<file path="src/rtl/spi_fifo_pkg.sv">
package spi_fifo_pkg;
  typedef enum logic [1:0] {
    SH_IDLE = 2'd0,
    SH_LOW  = 2'd1,
    SH_HIGH = 2'd2
  } shift_st_e;
endpackage

</file>
<file path="src/rtl/spi_word_fifo.sv">
module spi_word_fifo #(
  parameter int W     = 16,
  parameter int DEPTH = 16,
  localparam int AW   = (DEPTH > 1) ? $clog2(DEPTH) : 1,
  localparam int CW   = $clog2(DEPTH + 1)
) (
  input  logic          clk,
  input  logic          rst_n,
  input  logic          clr,
  input  logic          push,
  input  logic          pop,
  input  logic [W-1:0]  din,
  output logic [W-1:0]  dout,
  output logic [CW-1:0] count,
  output logic          full,
  output logic          empty
);
  logic [W-1:0]  mem [DEPTH];
  logic [AW-1:0] wr_ptr, rd_ptr;
  logic          do_push, do_pop;

  assign full    = (count == CW'(DEPTH));
  assign empty   = (count == '0);
  assign do_push = push && (!full || pop);
  assign do_pop  = pop && !empty;
  assign dout    = mem[rd_ptr];

  function automatic logic [AW-1:0] bump(input logic [AW-1:0] p);
    return (p == AW'(DEPTH - 1)) ? '0 : p + 1'b1;
  endfunction

  always_ff @(posedge clk or negedge rst_n) begin
    if (!rst_n) begin
      wr_ptr <= '0;
      rd_ptr <= '0;
      count  <= '0;
    end else if (clr) begin
      wr_ptr <= '0;
      rd_ptr <= '0;
      count  <= '0;
    end else begin
      if (do_push) wr_ptr <= bump(wr_ptr);
      if (do_pop)  rd_ptr <= bump(rd_ptr);
      case ({do_push, do_pop})
        2'b10:   count <= count + 1'b1;
        2'b01:   count <= count - 1'b1;
        default: count <= count;
      endcase
    end
  end

  always_ff @(posedge clk) begin
    if (do_push && !clr) mem[wr_ptr] <= din;
  end
endmodule

</file>
<file path="src/rtl/spi_shift_engine.sv">
module spi_shift_engine
  import spi_fifo_pkg::*;
#(
  parameter int DATA_W   = 16,
  parameter int HALF_DIV = 2,
  localparam int LEN_W   = $clog2(DATA_W),
  localparam int CNT_W   = (HALF_DIV > 1) ? $clog2(HALF_DIV) : 1
) (
  input  logic              clk,
  input  logic              rst_n,
  input  logic              ld_valid,
  output logic              ld_ready,
  input  logic [DATA_W-1:0] ld_data,
  input  logic [LEN_W-1:0]  ld_len,
  output logic              done,
  output logic [DATA_W-1:0] rx_word,
  output logic              sclk,
  output logic              mosi,
  output logic              cs_n,
  input  logic              miso
);
  shift_st_e         st;
  logic [CNT_W-1:0]  hcnt;
  logic [LEN_W-1:0]  bitn, len_q;
  logic [DATA_W-1:0] tx_sh, rx_sh;
  logic              half_end, last_bit;

  assign half_end = (hcnt == CNT_W'(HALF_DIV - 1));
  assign last_bit = (bitn == len_q);
  assign ld_ready = (st == SH_IDLE) || (st == SH_HIGH && half_end && last_bit);
  assign mosi     = cs_n ? 1'b0 : tx_sh[len_q];

  always_ff @(posedge clk or negedge rst_n) begin
    if (!rst_n) begin
      st      <= SH_IDLE;
      hcnt    <= '0;
      bitn    <= '0;
      len_q   <= '0;
      tx_sh   <= '0;
      rx_sh   <= '0;
      rx_word <= '0;
      sclk    <= 1'b0;
      cs_n    <= 1'b1;
      done    <= 1'b0;
    end else begin
      done <= 1'b0;
      case (st)
        SH_IDLE: begin
          if (ld_valid) begin
            tx_sh <= ld_data;
            len_q <= ld_len;
            rx_sh <= '0;
            bitn  <= '0;
            hcnt  <= '0;
            cs_n  <= 1'b0;
            st    <= SH_LOW;
          end
        end
        SH_LOW: begin
          if (half_end) begin
            hcnt  <= '0;
            sclk  <= 1'b1;
            rx_sh <= {rx_sh[DATA_W-2:0], miso};
            st    <= SH_HIGH;
          end else begin
            hcnt <= hcnt + 1'b1;
          end
        end
        SH_HIGH: begin
          if (half_end) begin
            hcnt <= '0;
            sclk <= 1'b0;
            if (last_bit) begin
              done    <= 1'b1;
              rx_word <= rx_sh;
              if (ld_valid) begin
                tx_sh <= ld_data;
                len_q <= ld_len;
                rx_sh <= '0;
                bitn  <= '0;
                st    <= SH_LOW;
              end else begin
                cs_n <= 1'b1;
                st   <= SH_IDLE;
              end
            end else begin
              bitn  <= bitn + 1'b1;
              tx_sh <= tx_sh << 1;
              st    <= SH_LOW;
            end
          end else begin
            hcnt <= hcnt + 1'b1;
          end
        end
        default: st <= SH_IDLE;
      endcase
    end
  end
endmodule

</file>
<file path="src/rtl/spi_fifo_master.sv">
module spi_fifo_master #(
  parameter int DATA_W   = 16,
  parameter int DEPTH    = 16,
  parameter int HALF_DIV = 2,
  localparam int LEN_W   = $clog2(DATA_W),
  localparam int LVL_W   = $clog2(DEPTH + 1)
) (
  input  logic              clk,
  input  logic              rst_n,
  input  logic              cfg_fifo_en,
  input  logic [LEN_W-1:0]  cfg_char_len,
  input  logic              flag_clr,
  input  logic              tx_valid,
  output logic              tx_ready,
  input  logic [DATA_W-1:0] tx_data,
  output logic              rx_valid,
  input  logic              rx_ready,
  output logic [DATA_W-1:0] rx_data,
  output logic [LVL_W-1:0]  tx_level,
  output logic [LVL_W-1:0]  rx_level,
  output logic              done_flag,
  output logic              tx_ovf,
  output logic              rx_ovr,
  output logic              sclk,
  output logic              mosi,
  output logic              cs_n,
  input  logic              miso
);
  // transmit side
  logic [DATA_W-1:0] tf_dout, th_d, src_data;
  logic              tf_full, tf_empty, th_v;
  logic              src_valid, ld_ready, ld_take, wr_ok;

  // receive side
  logic [DATA_W-1:0] rf_dout, rh_d, chr_word;
  logic              rf_full, rf_empty, rh_v, chr_done, rx_pop;

  assign tx_ready  = cfg_fifo_en ? !tf_full : !th_v;
  assign wr_ok     = tx_valid && tx_ready;
  assign src_valid = cfg_fifo_en ? !tf_empty : th_v;
  assign src_data  = cfg_fifo_en ? tf_dout : th_d;
  assign ld_take   = src_valid && ld_ready;

  spi_word_fifo #(.W(DATA_W), .DEPTH(DEPTH)) u_tx_q (
    .clk   (clk),
    .rst_n (rst_n),
    .clr   (!cfg_fifo_en),
    .push  (cfg_fifo_en && wr_ok),
    .pop   (cfg_fifo_en && ld_take),
    .din   (tx_data),
    .dout  (tf_dout),
    .count (tx_level),
    .full  (tf_full),
    .empty (tf_empty)
  );

  always_ff @(posedge clk or negedge rst_n) begin
    if (!rst_n) begin
      th_v <= 1'b0;
      th_d <= '0;
    end else if (cfg_fifo_en) begin
      th_v <= 1'b0;
    end else if (wr_ok) begin
      th_v <= 1'b1;
      th_d <= tx_data;
    end else if (ld_take) begin
      th_v <= 1'b0;
    end
  end

  always_ff @(posedge clk or negedge rst_n) begin
    if (!rst_n)                    tx_ovf <= 1'b0;
    else if (tx_valid && !tx_ready) tx_ovf <= 1'b1;
    else if (flag_clr)             tx_ovf <= 1'b0;
  end

  spi_shift_engine #(.DATA_W(DATA_W), .HALF_DIV(HALF_DIV)) u_eng (
    .clk      (clk),
    .rst_n    (rst_n),
    .ld_valid (src_valid),
    .ld_ready (ld_ready),
    .ld_data  (src_data),
    .ld_len   (cfg_char_len),
    .done     (chr_done),
    .rx_word  (chr_word),
    .sclk     (sclk),
    .mosi     (mosi),
    .cs_n     (cs_n),
    .miso     (miso)
  );

  assign rx_valid = cfg_fifo_en ? !rf_empty : rh_v;
  assign rx_data  = cfg_fifo_en ? rf_dout : rh_d;
  assign rx_pop   = rx_valid && rx_ready;

  spi_word_fifo #(.W(DATA_W), .DEPTH(DEPTH)) u_rx_q (
    .clk   (clk),
    .rst_n (rst_n),
    .clr   (!cfg_fifo_en),
    .push  (cfg_fifo_en && chr_done),
    .pop   (cfg_fifo_en && rx_pop),
    .din   (chr_word),
    .dout  (rf_dout),
    .count (rx_level),
    .full  (rf_full),
    .empty (rf_empty)
  );

  always_ff @(posedge clk or negedge rst_n) begin
    if (!rst_n) begin
      rh_v <= 1'b0;
      rh_d <= '0;
    end else if (cfg_fifo_en) begin
      rh_v <= 1'b0;
    end else if (chr_done && (!rh_v || rx_pop)) begin
      rh_v <= 1'b1;
      rh_d <= chr_word;
    end else if (rx_pop) begin
      rh_v <= 1'b0;
    end
  end

  always_ff @(posedge clk or negedge rst_n) begin
    if (!rst_n) begin
      rx_ovr    <= 1'b0;
      done_flag <= 1'b0;
    end else begin
      if (chr_done && (cfg_fifo_en ? (rf_full && !rx_pop) : (rh_v && !rx_pop)))
        rx_ovr <= 1'b1;
      else if (flag_clr)
        rx_ovr <= 1'b0;
      if (chr_done)    done_flag <= 1'b1;
      else if (rx_pop) done_flag <= 1'b0;
    end
  end
endmodule

</file>
<file path="config.mk">
export PLATFORM = sky130hd
export DESIGN_NAME = spi_fifo_master
export DESIGN_NICKNAME = d
export VERILOG_FILES = /design/src/rtl/spi_fifo_pkg.sv /design/src/rtl/spi_word_fifo.sv /design/src/rtl/spi_shift_engine.sv /design/src/rtl/spi_fifo_master.sv
export SDC_FILE = /design/constraint.sdc
export NUM_CORES = 1
export LEC_CHECK = 0
export BUFFER_PORTS_ARGS = -buffer_cell sky130_fd_sc_hd__buf_2
export CORE_MARGIN = 3
export CORE_UTILIZATION = 55
export DETAILED_ROUTE_END_ITERATION = 6
export PLACE_DENSITY = 0.81
export SYNTH_ARGS = -nofsm -noshare
export SYNTH_HDL_FRONTEND = slang
export SYNTH_SLANG_ARGS = --single-unit
</file>
<file path="constraint.sdc">
create_clock -name clk -period 3.9 [get_ports clk]
set_input_delay 0.78 -clock clk [delete_from_list [all_inputs] [get_ports clk]]
set_output_delay 0.78 -clock clk [all_outputs]
set_load 0.03 [all_outputs]
</file>
==> metrics.txt, run 1 <==
Routed WL 57.1 mm; Post-Synthesis Cells 1317; GRT overflow 0; share of layout cells above drive strength 1 0.328; vias post-DR 13000; status complete, no violations; RSZ-0062 raised after global routing no; crit path DAT 2.95 ns; Slew @ Worst Pin 1.11 ns; Final Cycle Share 0.957; sequential share of power 0.463; Port Buf Inserts 60; H-tree Lvls 2; Yosys warning total 0; Clock Path Buffers 3; setup TNS 0 ns; setup ws final 0.169 ns; Detail Route Antenna Nets 0; met1 WL 21.6 mm; Critical Path RT 3.12 ns; Clock Latency Late Sink 0.63 ns; top post-synthesis cells by count edfxtp_1 (512), mux4_2 (165), dfrtp_1 (124); core area 0.0459 mm2; Hold Vio Cnt, Final 0; synthesized area 0.0258 mm2; die width 222 um; #FFs+latches synth 637; Synth async-reset ratio 0.196; DR DRC count 0; Synth Flop Type edfxtp_1; crit-path max FO 24; Sw Share 0.267; clock network fraction of total power 0.351; Via-to-Cell Ratio 6.22; endpoints failing setup 0; Critical path origin u_rx_q.rd_ptr[0]$_DFFE_PN0P_; Setup CP Type flip-flop to output pin; starting DRC count in detailed routing 1278; WL per Instance 27.3 um; Setup Skew 0.0209 ns; DRT Pass-1 Iters 5; Post-synth EDFFs 512; FP Rows 78; Final Net Count 1491; Die ar. 0.0495 mm2; TritonCTS clock tree yes; Comb power frac 0.186; R2R depth 12; Slew Viols, Final 0; VDD IR max 0.746 mV; Syn Area/Cell 19.6 um2; cell-internal power 0.0130 W; GRT Overall Usage 0.235; Resize count post-CTS 0; met2 routed WL 30.4 mm; Die Ht 222 um; Max Used Layer met5; most frequent cell after synthesis edfxtp_1; gpl congestion 0.809; Reg clk slew, reported paths 0.07 ns; fmax 268 MHz; first-pass GRT wire length 87.2 mm; top post-synthesis cells by area edfxtp_1 (60%), mux4_2 (14%), dfrtp_1 (12%); clk sinks 637; Synth-to-Final Area Change 13.5%; critical path launch point type flip-flop; post-synth top area share 0.597; initial antenna violation count 2; FF-to-FF Start u_rx_q.count[1]$_DFFE_PN0P_; end point of the critical path rx_data[4]; number of CTS-inserted buffers 60; largest area contributor in the netlist edfxtp_1; HPWL Detailed 32.3 mm; CP Capture Type output pin; sw power 0.00471 W; Initial Util 0.562; max_cap viols 0; Final Critical Period 3.73 ns; Syn Nets 1366; pre-CTS setup slack 0.597 ns; Worst Hold Class primary input to asynchronous set/reset pin; FF-to-FF End u_rx_q.count[4]$_DFFE_PN0P_; root buf cell clkbuf_16; PwrDens 605 mW/mm2; LEAKAGE 10.4 nW; vias in the first global route 13700; # IOs 61; routed wl met3 3.37 mm; pin count of the biggest net entering global routing 88; multi-input logic area 0.00680 mm2; Synth cell types 67; Sequential Area 0.0185 mm2; register area share after synthesis 0.718; Reg2Reg Setup Slack 0.88 ns; FILL cells 2982; relative slew slack 0.261
worst max-delay path: stages (launching register included):
cell and delay [ns]:
dfrtp_4 0.56, buf_12 0.26, mux4_2 0.54, mux4_2 0.49, mux2_2 0.29, buf_2 0.18
layout make-up:
class                   count  area share
clock buffers              67      0.0523
diodes                      1   0.0000856
multi-input cells         577       0.232
flip-flops and latches    637       0.633
well taps                 600      0.0257
repair buffers            130      0.0313
inverters                  36     0.00462
clock inverters            46      0.0202
power groups by stage:
stage               Clock [W]  Combinational, W  Sequential (W)
finish                0.00620           0.00330         0.00819
floorplan                   0           0.00253         0.00818
global route          0.00656           0.00357         0.00824
detailed placement          0           0.00320         0.00835
global placement            0           0.00308         0.00832
CTS                   0.00630           0.00327         0.00820
cells by family (layout without fill, tap and decap cells):
| family | Yosys count | count (layout) | share of synthesized area |
|---|---|---|---|
| flip-flops | 637 | 637 | 0.718 |
| multiplexers | 256 | 256 | 0.183 |
| AND/OR/NAND/NOR | 185 | 185 | 0.0356 |
| buffers and inverters | 103 | 279 | 0.0189 |
| AO/OA/AOI/OAI | 99 | 99 | 0.0278 |
| adder cells (fa/ha/maj) | 22 | 22 | 0.0110 |
| XOR/XNOR | 15 | 15 | 0.00539 |
| other | 0 | 1 | 0 |
layout by cell type, fill, tap and decap left out, types with 5 or more instances in the layout:
master and count:
nand2_1 70, mux4_2 165, edfxtp_1 512, clkinv_1 8, nand3_1 13, nor2b_1 5
bufinv_16 12, buf_12 6, o221ai_1 13, xnor2_1 6, dfrtp_1 120, buf_2 59
mux2_2 71, clkbuf_1 7, o211ai_1 5, clkinv_2 12, clkbuf_16 60, buf_4 63
nor3_1 5, o21ai_0 13, a21oi_1 18, xor2_1 8, inv_1 35, a22oi_1 16
mux2i_1 19, ha_1 21, nor3_2 5, nor2_1 34, a21o_1 6, clkinvlp_4 5
and2_1 25
flip-flops by register name, indices dropped and copies added (netlist names), 2 cells and up:
register,cells
u_eng.bitn,4
u_eng.rx_word,16
u_eng.len_q,4
u_tx_q.count,5
rh_d,16
u_tx_q.wr_ptr,4
u_rx_q.count,5
u_rx_q.wr_ptr,4
u_tx_q.rd_ptr,4
u_eng.tx_sh,16
u_rx_q.rd_ptr,4
th_d,16
u_eng.st,2
u_rx_q.mem,256
u_eng.rx_sh,16
u_tx_q.mem,256
stage by stage:
stage               instances  total power (W)  hold slack, ns  instance area, um2  utilization
finish                   2094           0.0177           0.222               29200        0.637
floorplan                1317           0.0107           0.458               25800            -
CTS                      2086           0.0178           0.221               29200        0.636
global route             2093           0.0184           0.269               29200        0.637
detailed placement       1972           0.0115           0.488               27000        0.590
global placement         1972           0.0114           0.468               27000        0.590
repair_timing:
action	in CTS	in global routing
hold buffers	0	0
endpoints found under the setup margin	12	3
pin swaps	0	0
setup buffers	1	7
worst min path at each step:
stage	from	end	slack [ns]
global placement	tx_ovf$_DFFE_PN0P_	tx_ovf$_DFFE_PN0P_	0.47
floorplan	th_d[2]$_DFFE_PN0P_	u_eng.tx_sh[2]$_DFFE_PN0P_	0.46
detailed placement	tx_ovf$_DFFE_PN0P_	tx_ovf$_DFFE_PN0P_	0.49
CTS	rst_n	u_eng.rx_word[0]$_DFFE_PN0P_	0.22
global route	rst_n	u_eng.rx_word[0]$_DFFE_PN0P_	0.27
finish	rst_n	u_eng.rx_word[4]$_DFFE_PN0P_	0.22
per-layer routing:
layer | GRT usage | vias up
met5 | 0 | -
met4 | 0.0839 | 2
met3 | 0.0321 | 116
met2 | 0.412 | 533
met1 | 0.306 | 6824
li1 | - | 5542
No activity file was read; power rests on OpenSTA's default activity.
==> run 2, diff against run 1 <==
--- a/config.mk
+++ b/config.mk
@@ -5,11 +5,11 @@
 export SDC_FILE = /design/constraint.sdc
 export NUM_CORES = 1
 export LEC_CHECK = 0
-export BUFFER_PORTS_ARGS = -buffer_cell sky130_fd_sc_hd__buf_2
 export CORE_MARGIN = 3
 export CORE_UTILIZATION = 55
 export DETAILED_ROUTE_END_ITERATION = 6
-export PLACE_DENSITY = 0.81
+export DONT_BUFFER_PORTS = 1
+export PLACE_DENSITY = 0.8
 export SYNTH_ARGS = -nofsm -noshare
 export SYNTH_HDL_FRONTEND = slang
 export SYNTH_SLANG_ARGS = --single-unit
==> metrics.txt, run 2 (same netlist as run 1, synthesis figures left out) <==
status complete, but fails checks; failing checks DRC; clk sinks 637 (unchanged); Clock Path Buffers 3 (unchanged); TritonCTS clock tree yes; sw power 0.00454 W (-3.7%); core area 0.0459 mm2 (unchanged); gpl congestion 0.760 (-6.1%); Via-to-Cell Ratio 6.35 (+2.2%); Sequential Area 0.0185 mm2 (unchanged); commonest non-fill, non-tap cell in the layout edfxtp_1; Die Ht 222 um (unchanged); cell family with most CP delay multiplexers; Critical Path RT 3.12 ns (about the same); Initial Util 0.562 (unchanged); R2R depth 12 (unchanged); crit-path max cell delay 0.65 ns (+0.09 ns); critical path launch point type flip-flop; Sw Share 0.264 (-0.00279); pin count of the biggest net entering global routing 125 (+42%); Final Cycle Share 0.960 (+0.00292); Setup Skew 0.0164 ns (-0.00446 ns); FP Rows 78 (unchanged); vias post-DR 12800 (-1.7%); CP Capture Type output pin; LEAKAGE 10.0 nW (-4.0%); GRT overflow 0 (unchanged); Worst Hold Class primary input to asynchronous set/reset pin; # IOs 61 (unchanged); DR DRC count 6 (+6); Hold Vio Cnt, Final 0 (unchanged); setup ws final 0.158 ns (-0.0114 ns); GRT Overall Usage 0.230 (-0.00508); most frequent cell on the critical path mux4_2; Synth-to-Final Area Change 11.3%; VDD IR max 0.509 mV (-32%); sequential share of power 0.480 (+0.017); number of CTS-inserted buffers 60 (unchanged); Reg2Reg Setup Slack 0.77 ns (-0.11 ns); Clock Latency Late Sink 0.61 ns (-0.02 ns); Setup CP Type flip-flop to output pin; multi-input logic area 0.00680 mm2 (about the same); endpoints failing setup 0 (unchanged); cell-internal power 0.0127 W (-2.3%); highest-count cells in the layout ignoring fill and taps edfxtp_1 (512), mux4_2 (165), dfrtp_1 (120); fin cells 2015 (-3.8%); fmax 267 MHz (-0.30%); Routed WL 56.0 mm (-1.9%); die width 222 um (unchanged); Buf+Inv Stages, Crit Path 1 (-1); max_cap viols 0 (unchanged); relative slew slack 0.157 (-0.105); DRT Pass-1 Iters 7 (+2); Comb power frac 0.175 (-0.011); Reg clk slew, reported paths 0.06 ns (about the same); initial antenna violation count 3 (+1); H-tree Lvls 2 (unchanged); cts hold-fix bufs 2 (+2); worst path cell trace buf_12 > mux4_2 > mux4_2 > mux2_2; WP depth 4 (-1); Detail Route Antenna Nets 0 (unchanged); placed insts 1901 (-3.6%); FF-to-FF Start u_rx_q.count[1]$_DFFE_PN0P_; first-pass GRT wire length 84.8 mm (-2.8%); Top Registers u_rx_q.mem: 256 flops, u_tx_q.mem: 256 flops; pre-CTS setup slack 0.763 ns (+0.167 ns); crit path DAT 2.96 ns (about the same); Final Critical Period 3.74 ns (+0.0114 ns); Port Buf Inserts 0 (-100%); Slew @ Worst Pin 1.27 ns (+0.157 ns); HPWL Detailed 30.5 mm (-5.6%); Slew Viols, Final 0 (unchanged); Resize count post-CTS 0 (unchanged); Post-CTS Setup Bufs 0 (-1); setup TNS 0 ns (unchanged); Critical-path top delay cell dfrtp_4; FF-to-FF End u_rx_q.count[4]$_DFFE_PN0P_; clock network fraction of total power 0.345 (-0.006); Die ar. 0.0495 mm2 (unchanged); crit-path max FO 28 (+17%); RSZ-0062 raised after global routing no; share of layout cells above drive strength 1 0.285 (-0.0432); FILL cells 3002 (+0.67%); starting DRC count in detailed routing 1292 (+1.1%); vias in the first global route 13500 (-1.4%); PwrDens 600 mW/mm2 (-0.79%); WL per Instance 27.8 um (+2.0%); Final Net Count 1414 (-5.2%); root buf cell clkbuf_16
## run 2: final cells by class
cell class                 instances  area share
sequential                       637       0.646
multi-input combinational        577       0.237
clock buffer                      72      0.0561
tap                              600      0.0262
timing repair buffer              53      0.0164
clock inverter                    39      0.0139
inverter                          36     0.00471
antenna                            1   0.0000873
## run 2: per-stage QoR
step	power [W]	hold slack [ns]	util	instance area, um2
2_1_floorplan	0.0107	0.458	-	25800
3_3_place_gp	0.0113	0.481	0.581	26600
3_5_place_dp	0.0114	0.488	0.581	26600
4_1_cts	0.0174	0.155	0.625	28700
5_1_grt	0.0179	0.142	0.625	28700
6_report	0.0172	0.102	0.625	28700
## run 2: power by group through the flow
stage,Sequential [W],Combinational [W],Clock (W)
after global routing,0.00834,0.00326,0.00628
after floorplan,0.00818,0.00253,0
after detailed placement,0.00841,0.00297,0
after CTS,0.00827,0.00304,0.00603
after global placement,0.00838,0.00287,0
final,0.00827,0.00301,0.00594
## run 2: worst max path at each step
stage | endpoint | startpoint
detailed placement | rx_data[15] | u_rx_q.rd_ptr[0]$_DFFE_PN0P_
global route | rx_data[1] | u_rx_q.rd_ptr[0]$_DFFE_PN0P_
CTS | rx_data[15] | u_rx_q.rd_ptr[0]$_DFFE_PN0P_
finish | rx_data[5] | u_rx_q.rd_ptr[0]$_DFFE_PN0P_
global placement | u_rx_q.count[4]$_DFFE_PN0P_ | u_rx_q.count[1]$_DFFE_PN0P_
floorplan | u_tx_q.count[4]$_DFFE_PN0P_ | u_tx_q.count[1]$_DFFE_PN0P_
## run 2: layer usage
metal	GRT usage	routed length (um)	vias up
li1	-	-	5395
met1	0.284	20100	6727
met2	0.408	30100	552
met3	0.0456	3970	120
met4	0.0814	1810	2
met5	0	9	-
==> run 3, diff against run 2 <==
==> constraint.sdc (replaced) <==
create_clock -name clk -period 4.55 [get_ports clk]
set_input_delay 0.91 -clock clk [delete_from_list [all_inputs] [get_ports clk]]
set_output_delay 0.91 -clock clk [all_outputs]
set_load 0.03 [all_outputs]
==> metrics.txt, run 3 (same netlist as run 1, synthesis figures left out) <==
Synth-to-Final Area Change 10.8%; gpl congestion 0.739 (-2.7%); GRT met1 Usage 0.284 (about the same); Top Registers u_rx_q.mem: 256 flops, u_tx_q.mem: 256 flops; WL per Instance 27.6 um (-0.76%); Critical Path RT 3.64 ns (+0.52 ns); Worst Hold Class primary input to asynchronous set/reset pin; number of CTS-inserted buffers 61 (+1.7%); Clock Latency Late Sink 0.61 ns (about the same); # IOs 61 (unchanged); FILL cells 3068 (+2.2%); GRT Overall Usage 0.227 (-0.00288); max_cap viols 0 (unchanged); total power 0.0148 W (-14%); first-pass GRT wire length 84.0 mm (-0.96%); Resize count post-CTS 0 (unchanged); RSZ-0062 raised after global routing no; FF-to-FF Start u_tx_q.count[1]$_DFFE_PN0P_; Hold Vio Cnt, Final 0 (unchanged); die width 222 um (unchanged); Routed WL 55.0 mm (-1.7%); PwrDens 517 mW/mm2 (-14%); commonest non-fill, non-tap cell in the layout edfxtp_1; GRT busiest layer met2; vias post-DR 12700 (-0.98%); starting DRC count in detailed routing 1075 (-17%); FP Rows 78 (unchanged); design area 0.0285 mm2 (-0.48%); H-tree Lvls 2 (unchanged); Reg clk slew, reported paths 0.06 ns (about the same); GRT overflow 0 (unchanged); initial antenna violation count 2 (-1); crit-path max FO 27 (-3.6%); FF-to-FF End u_tx_q.count[4]$_DFFE_PN0P_; Clock Path Buffers 3 (unchanged); Setup CP Type flip-flop to output pin; status complete, no violations; Initial Util 0.562 (unchanged); share of layout cells above drive strength 1 0.278 (-0.00687); Die Ht 222 um (unchanged); routing usage on met2 0.400 (-0.00787); Slew Viols, Final 0 (unchanged); Reg2Reg Setup Slack 1.14 ns (+0.37 ns); pin count of the biggest net entering global routing 125 (unchanged); Via-to-Cell Ratio 6.35 (about the same); LEAKAGE 9.92 nW (-0.82%); Post-CTS Setup Bufs 0 (unchanged); critical path launch point type flip-flop; crit path DAT 3.21 ns (+0.25 ns); VDD IR max 0.407 mV (-20%); endpoints failing setup 0 (unchanged); DR DRC count 0 (-6); Setup Skew 0.0154 ns (-0.000988 ns); CP Capture Type output pin; Slew @ Worst Pin 1.33 ns (+0.0617 ns); Final Cycle Share 0.905; relative slew slack 0.115 (-0.0412); vias in the first global route 13400 (-1.0%); core area 0.0459 mm2 (unchanged); met3 usage in global routing 0.0404 (-0.00515); HPWL Detailed 30.4 mm (-0.35%); Port Buf Inserts 0 (unchanged); diodes inserted 0 (-1); Final Net Count 1392 (-1.6%); fmax 243 MHz; root buf cell clkbuf_16; Post-Place Cell Area 0.0265 mm2 (-0.67%); R2R depth 11 (-1); setup TNS 0 ns (unchanged); Detail Route Antenna Nets 0 (unchanged); Final Critical Period 4.12 ns; highest-count cells in the layout ignoring fill and taps edfxtp_1 (512), mux4_2 (165), dfrtp_1 (120); Fin Hold WS 0.142 ns (+0.0397 ns); clk sinks 637 (unchanged); DRT Pass-1 Iters 5 (-2); Die ar. 0.0495 mm2 (unchanged); TritonCTS clock tree yes
[run 3: cell count changes in the layout (fill, tap and decap cells not counted), sizes merged]
cell         previous run  this run
clkbuf                 72        83
diode                   1         0
buf                    52        30
dlygate4sd3             1         0
clkinv                 24        20
clkinvlp                5         2
[run 3: critical path, cell delays in order, from the launching register on]
cell	delay (ns)
dfrtp_4	0.77
buf_4	0.40
mux4_2	0.56
mux4_2	0.47
mux2_2	0.39
[run 3: what timing repair did]
action	in CTS	in global routing
endpoints found under the setup margin	0	0
hold buffers	1	0
endpoints found under the hold margin	124	0
[run 3: per-layer routing]
| layer | vias to the layer above | share of wire |
|---|---|---|
| met3 | 147 | 0.063 |
| met5 | - | 0.00015 |
| li1 | 5343 | - |
| met1 | 6648 | 0.37 |
| met4 | 2 | 0.038 |
| met2 | 531 | 0.53 |
[run 3: area by class of cell]
class,count,area [um2],share of cell area
well taps,600,751,0.0263
inverters,36,135,0.00473
repair buffers,30,283,0.00991
clock inverters,32,370,0.0130
multi-input cells,577,6800,0.238
clock buffers,83,1690,0.0592
flip-flops and latches,637,18500,0.649
[run 3: worst max-delay path by stage]
stage                                       from           to  slack (ns)  cells past startpoint
floorplan           u_rx_q.rd_ptr[0]$_DFFE_PN0P_  rx_data[10]        1.43                      5
global placement    u_rx_q.rd_ptr[0]$_DFFE_PN0P_   rx_data[2]        1.09                      4
detailed placement  u_rx_q.rd_ptr[0]$_DFFE_PN0P_   rx_data[3]        1.06                      4
CTS                 u_rx_q.rd_ptr[0]$_DFFE_PN0P_   rx_data[3]        0.37                      4
global route        u_rx_q.rd_ptr[0]$_DFFE_PN0P_   rx_data[3]        0.27                      4
finish              u_rx_q.rd_ptr[0]$_DFFE_PN0P_   rx_data[3]        0.43                      4
[run 3: stage by stage]
stage | setup slack, ns | utilization | instances
after floorplan | 1.43 | - | 1317
after global placement | 1.09 | 0.577 | 1879
after detailed placement | 1.06 | 0.577 | 1879
after CTS | 0.371 | 0.622 | 1995
after global routing | 0.275 | 0.622 | 1995
final | 0.434 | 0.622 | 1995
[run 3: power breakdown]
part / internal (W) / total, W / switching [W]
registers: 0.00662 / 0.00720 / 0.000580
logic: 0.00124 / 0.00241 / 0.00117
clock network: 0.00305 / 0.00515 / 0.00210
total: 0.0109 / 0.0148 / 0.00385
